[src/rtl/pkt_pkg.sv]
package pkt_pkg;
  localparam int TID_W   = 8;
  localparam int KIND_W  = 4;
  localparam int PRIO_W  = 2;
  localparam int SIZE_W  = 8;
  localparam int ADDR_W  = 34;
  localparam int ID_W    = 32;
  localparam int WORD_W  = 64;
  localparam int KEEP_W  = WORD_W / 8;
  localparam int BYTE_SH = $clog2(KEEP_W);
  localparam int CNT_W   = $clog2((2 ** SIZE_W) / KEEP_W + 1);

  typedef struct packed {
    logic [TID_W-1:0]  tid;
    logic [KIND_W-1:0] kind_a;
    logic [KIND_W-1:0] kind_b;
    logic [PRIO_W-1:0] prio;
    logic              crf;
    logic [SIZE_W-1:0] size;
    logic [ADDR_W-1:0] addr;
    logic [ID_W-1:0]   dest;
  } pkt_req_t;

  typedef enum logic [1:0] {
    ST_IDLE  = 2'd0,
    ST_HDR   = 2'd1,
    ST_BODY  = 2'd2,
    ST_DRAIN = 2'd3
  } seq_st_e;
endpackage

[src/rtl/pkt_hdr_fmt.sv]
module pkt_hdr_fmt
  import pkt_pkg::*;
(
  input  pkt_req_t          req,
  output logic [WORD_W-1:0] hdr
);
  // Upper byte ID, then kind codes, flags, size, then address in the low bits.
  always_comb begin
    hdr = {req.tid, req.kind_a, req.kind_b, 1'b0, req.prio, req.crf,
           req.size, 2'b00, req.addr};
  end
endmodule

[src/rtl/pkt_hold_reg.sv]
module pkt_hold_reg #(
  parameter int W  = 64,
  parameter int UW = 32
) (
  input  logic          clk,
  input  logic          rst,
  input  logic          in_valid,
  input  logic [W-1:0]  in_data,
  input  logic          in_last,
  input  logic [UW-1:0] in_user,
  output logic          in_ready,
  output logic          out_valid,
  output logic [W-1:0]  out_data,
  output logic          out_last,
  output logic [UW-1:0] out_user,
  input  logic          out_ready
);
  logic load;

  assign in_ready = !out_valid || out_ready;
  assign load     = in_valid && in_ready;

  always_ff @(posedge clk) begin
    if (rst) begin
      out_valid <= 1'b0;
      out_data  <= '0;
      out_last  <= 1'b0;
      out_user  <= '0;
    end else if (in_ready) begin
      out_valid <= in_valid;
      if (load) begin
        out_data <= in_data;
        out_last <= in_last;
        out_user <= in_user;
      end
    end
  end
endmodule

[src/rtl/pkt_seq.sv]
module pkt_seq
  import pkt_pkg::*;
(
  input  logic              clk,
  input  logic              rst,
  input  logic              start,
  input  pkt_req_t          req_in,
  input  logic              pl_valid,
  input  logic [WORD_W-1:0] pl_data,
  output logic              pl_ready,
  input  logic              st_ready,
  input  logic              tx_last_fire,
  output logic              st_valid,
  output logic [WORD_W-1:0] st_data,
  output logic              st_last,
  output logic [ID_W-1:0]   st_user
);
  seq_st_e           st;
  pkt_req_t          req_q;
  logic [CNT_W-1:0]  rem;
  logic [CNT_W-1:0]  beats;
  logic [WORD_W-1:0] hdr;

  pkt_hdr_fmt u_hdr (.req(req_q), .hdr(hdr));

  assign beats   = CNT_W'(req_q.size >> BYTE_SH) + CNT_W'(1);
  assign st_user = req_q.dest;

  always_comb begin
    st_valid = 1'b0;
    st_data  = hdr;
    st_last  = 1'b0;
    pl_ready = 1'b0;
    case (st)
      ST_HDR: st_valid = 1'b1;
      ST_BODY: begin
        st_valid = pl_valid;
        st_data  = pl_data;
        st_last  = (rem == CNT_W'(1));
        pl_ready = st_ready;
      end
      default: ;
    endcase
  end

  always_ff @(posedge clk) begin
    if (rst) begin
      st    <= ST_IDLE;
      req_q <= '0;
      rem   <= '0;
    end else begin
      case (st)
        ST_IDLE: if (start) begin
          req_q <= req_in;
          st    <= ST_HDR;
        end
        ST_HDR: if (st_ready) begin
          rem <= beats;
          st  <= ST_BODY;
        end
        ST_BODY: if (pl_valid && st_ready) begin
          rem <= rem - CNT_W'(1);
          if (rem == CNT_W'(1)) st <= ST_DRAIN;
        end
        ST_DRAIN: if (tx_last_fire) st <= ST_IDLE;
        default: st <= ST_IDLE;
      endcase
    end
  end
endmodule

[src/rtl/req_packetizer.sv]
module req_packetizer
  import pkt_pkg::*;
(
  input  logic              clk,
  input  logic              rst,
  input  logic              start,
  input  logic [TID_W-1:0]  req_tid,
  input  logic [KIND_W-1:0] req_ftype,
  input  logic [KIND_W-1:0] req_ttype,
  input  logic [PRIO_W-1:0] req_prio,
  input  logic              req_crf,
  input  logic [SIZE_W-1:0] req_size,
  input  logic [ADDR_W-1:0] req_addr,
  input  logic [ID_W-1:0]   req_dest,
  input  logic              pl_valid,
  input  logic [WORD_W-1:0] pl_data,
  output logic              pl_ready,
  output logic              tx_tvalid,
  input  logic              tx_tready,
  output logic [WORD_W-1:0] tx_tdata,
  output logic [KEEP_W-1:0] tx_tkeep,
  output logic              tx_tlast,
  output logic [ID_W-1:0]   tx_tuser
);
  pkt_req_t          req;
  logic              st_valid, st_ready, st_last;
  logic [WORD_W-1:0] st_data;
  logic [ID_W-1:0]   st_user;

  always_comb begin
    req.tid    = req_tid;
    req.kind_a = req_ftype;
    req.kind_b = req_ttype;
    req.prio   = req_prio;
    req.crf    = req_crf;
    req.size   = req_size;
    req.addr   = req_addr;
    req.dest   = req_dest;
  end

  pkt_seq u_seq (
    .clk(clk), .rst(rst), .start(start), .req_in(req),
    .pl_valid(pl_valid), .pl_data(pl_data), .pl_ready(pl_ready),
    .st_ready(st_ready), .tx_last_fire(tx_tvalid && tx_tready && tx_tlast),
    .st_valid(st_valid), .st_data(st_data), .st_last(st_last), .st_user(st_user)
  );

  pkt_hold_reg #(.W(WORD_W), .UW(ID_W)) u_hold (
    .clk(clk), .rst(rst),
    .in_valid(st_valid), .in_data(st_data), .in_last(st_last), .in_user(st_user),
    .in_ready(st_ready),
    .out_valid(tx_tvalid), .out_data(tx_tdata), .out_last(tx_tlast),
    .out_user(tx_tuser), .out_ready(tx_tready)
  );

  assign tx_tkeep = '1;
endmodule

[config.mk]
export PLATFORM = sky130hd
export DESIGN_NAME = req_packetizer
export DESIGN_NICKNAME = d
export VERILOG_FILES = /design/src/rtl/pkt_pkg.sv /design/src/rtl/pkt_hdr_fmt.sv /design/src/rtl/pkt_hold_reg.sv /design/src/rtl/pkt_seq.sv /design/src/rtl/req_packetizer.sv
export SDC_FILE = /design/constraint.sdc
export NUM_CORES = 1
export LEC_CHECK = 0
export CAP_MARGIN = 25
export CORE_UTILIZATION = 36
export DETAILED_ROUTE_END_ITERATION = 10
export HOLD_SLACK_MARGIN = 0.12
export PLACE_DENSITY_LB_ADDON = 0.1
export REMOVE_ABC_BUFFERS = 1
export SETUP_SLACK_MARGIN = 0.02
export SLEW_MARGIN = 15
export SYNTH_ARGS = -nofsm -noshare
export SYNTH_HDL_FRONTEND = slang
export SYNTH_SLANG_ARGS = --single-unit
[constraint.sdc]
create_clock -name clk -period 2.28 [get_ports clk]
set_input_delay 0.342 -clock clk [delete_from_list [all_inputs] [get_ports clk]]
set_output_delay 0.342 -clock clk [all_outputs]
set_load 0.03 [all_outputs]
==> results.cfg <==
[run_status]
status = finished with violations
failed_checks = DRC

[timing]
setup_violations = 0
fin_crit_ps = 2085
slew_viol_final = 0
fin_skew_ps = 9.710
hold_viol = 0
period_share_pct = 91.45
fmax_ghz = 0.4796
timing.slew.headroom_pct = 63.80
hold_ws_ps = 438.9
rsz0062_at_grt = false
tightest_slew_ps = 543.0

[pwr]
switching_share_pct = 39.11
ir_drop_mv = 0.5800
p_switching_mw = 5.334
pwr-share-comb_pct = 41.8
power_density_nw_per_um2 = 1170
pwr-share-seq_pct = 35.2
internal-power_mw = 8.304
power_leakage_nw = 3.991
p_clk_share_pct = 23.0
total_power_mw = 13.64

[critical_path]
arrival_ps = 1740
critical_path.startpoint_type = flip-flop
path_cells = inv_1, ha_4, inv_1, nor2_1, dlygate4sd2_1
path_common_cell = inv_1
worst_path_max_delay_cell = dlygate4sd2_1
cp_max_fo = 5
crit_buf_inv = 3
path_delay_family = buffers and inverters
crit_required_ps = 1940
worstSetupEndpointType = output port
setup.worst_path.class = reg2out
slowest_delay_ps = 410

[clocking]
path_clk_slew_ps = 80
clock_path_buffers = 2
ctsHoldBuffers = 0
clock_latency_ps = 430
htree_levels = 4
clock-sinks = 199
cts_root_buffer = clkbuf_16
cts_tree = yes
cts_buffers = 17

[routing]
routedWlPerCell_um = 15.30
vias = 6960
viasPerCell = 4.793
drc_errors = 13
drt_wl_total_um = 22220
detail-route-antenna-nets = 0
dr.pass1.iters = 9
drtIter0Drc = 302

[floorplan]
die-height_um = 152.5
placementRows = 54
pin_count = 269
start_util_pct = 37.04
core-area_um2 = 22030
die_area_um2 = 23270
die_w_um = 152.5

[layout]
fin_util_pct = 52.90
syn2layout_area_growth_pct = 42.82
n_fill_cell = 2147
final_area_um2 = 11650
drive_gt1_share_pct = 10.41
final_cell_mix = nand2_1, clkdlybuf4s50_1, dfxtp_1, a21oi_1, nor2_1
num_antenna_cells = 0
nets = 1329

[yosys]
async_reset_ff_share_pct = 0
synth_top_flop_cell = dfxtp_1
yosys_warnings = 0
ys_types = 43
synth-seq-cells = 199
synth_edf_count = 0
synth_area_um2 = 8159
synth_area_per_cell_um2 = 8.764
ys_seq_area_share_pct = 48.83
synthCells = 931

[place]
portBuffers = 260
dp_hpwl_um = 14770
dpl_cell_area_um2 = 11040
place.gp.congestion = 0.7738

[grt]
grt_pass1_vias = 6643
antenna_found_initial = 0
track_usage_pct = 19.33
grt-ovfl-total = 0
grt_pass1_wl_um = 35640
grt_max_degree = 76

[min_path]
hold_path.class = in2reg

[flow_run]
maxCapViolCount = 0
[stage by stage]
stage | worst slack, ps | TNS (ps) | std cells
after floorplan | -4832 | -481040 | 858
after global placement | 103.1 | 0 | 1420
after detailed placement | 83.49 | 0 | 1420
after CTS | 165.2 | 0 | 1452
after global routing | 85.28 | 0 | 1452
final | 195.0 | 0 | 1452
[registers in the layout, summed over array words and instances, names as in the netlist]
register	count
u_hold.out_last	1
u_hold.out_valid	1
u_hold.out_data	64
u_seq.st	2
u_seq.req_q	61
u_seq.st_user	32
u_seq.rem	6
u_hold.out_user	32
[synth_stat cells (3+ instances only)]
master	instances	area, um^2
nand2b_1	3	18.77
mux2i_1	61	610.6
nand3_1	5	25.02
nand2_1	259	972.2
nor2_1	72	270.3
buf_1	10	37.54
and3_1	3	18.77
dfxtp_1	199	3984
buf_4	8	60.06
buf_2	22	110.1
o21ai_0	4	20.02
a211oi_2	60	750.7
a311oi_1	3	26.28
clkbuf_1	33	123.9
inv_1	10	37.54
a21oi_1	129	645.6
buf_6	7	78.83
and2_1	3	18.77
ha_1	8	100.1
a22oi_1	3	22.52
[area by class of cell]
| cell class | count | area, um^2 | share of cell area [%] |
|---|---|---|---|
| multi-input cells | 649 | 3781 | 32.45 |
| well taps | 280 | 350.3 | 3.007 |
| inverters | 10 | 37.54 | 0.3221 |
| clock buffers | 18 | 439.2 | 3.769 |
| flip-flops and latches | 199 | 3984 | 34.19 |
| repair buffers | 282 | 2883 | 24.74 |
| clock inverters | 14 | 177.7 | 1.525 |
[logic make-up after synthesis]
kind of cell | count (synthesis) | share of synthesized area (%)
AND/OR/NAND/NOR | 354 | 16.99
XOR/XNOR | 3 | 0.3221
adder cells (fa/ha/maj) | 8 | 1.227
other | 1 | 0.04596
multiplexers | 61 | 7.484
buffers and inverters | 90 | 5.490
AO/OA/AOI/OAI | 215 | 19.61
flip-flops | 199 | 48.83
[layer usage]
metal	share of wire [%]	vias to the layer above	wire length (um)	track usage (%)
li1	-	3573	-	-
met1	44	3192	9714	23.40
met2	48	168	10620	32.50
met3	6.4	27	1432	6.030
met4	2.1	0	459	6.445
met5	0	-	0	0
[power groups by stage]
stage | Clock, mW | Sequential [mW] | Combinational [mW]
floorplan | 0 | 5.38 | 2.44
global placement | 0 | 4.87 | 5.70
detailed placement | 0 | 4.88 | 5.75
CTS | 3.23 | 4.81 | 5.77
global route | 3.38 | 4.92 | 6.13
finish | 3.13 | 4.80 | 5.70
[path summary, 6_finish.rpt]
| path | slack, ps | start | endpoint | cells past startpoint |
|---|---|---|---|---|
| min | 440 | rst | u_seq.req_q[65] | 2 |
| max reg2reg | 350 | u_seq.st[0] | u_seq.rem[4] | 7 |
| min reg2reg | 450 | u_seq.st_user[27] | u_hold.out_user[27] | 2 |
| max | 190 | u_seq.st[0] | pl_ready | 5 |
[what timing repair did]
action                                  4_1_cts  5_1_grt
resized for setup                             1        0
buffers inserted                              0        0
endpoints found under the setup margin        1        0
Power figures use the tool's default switching activity.
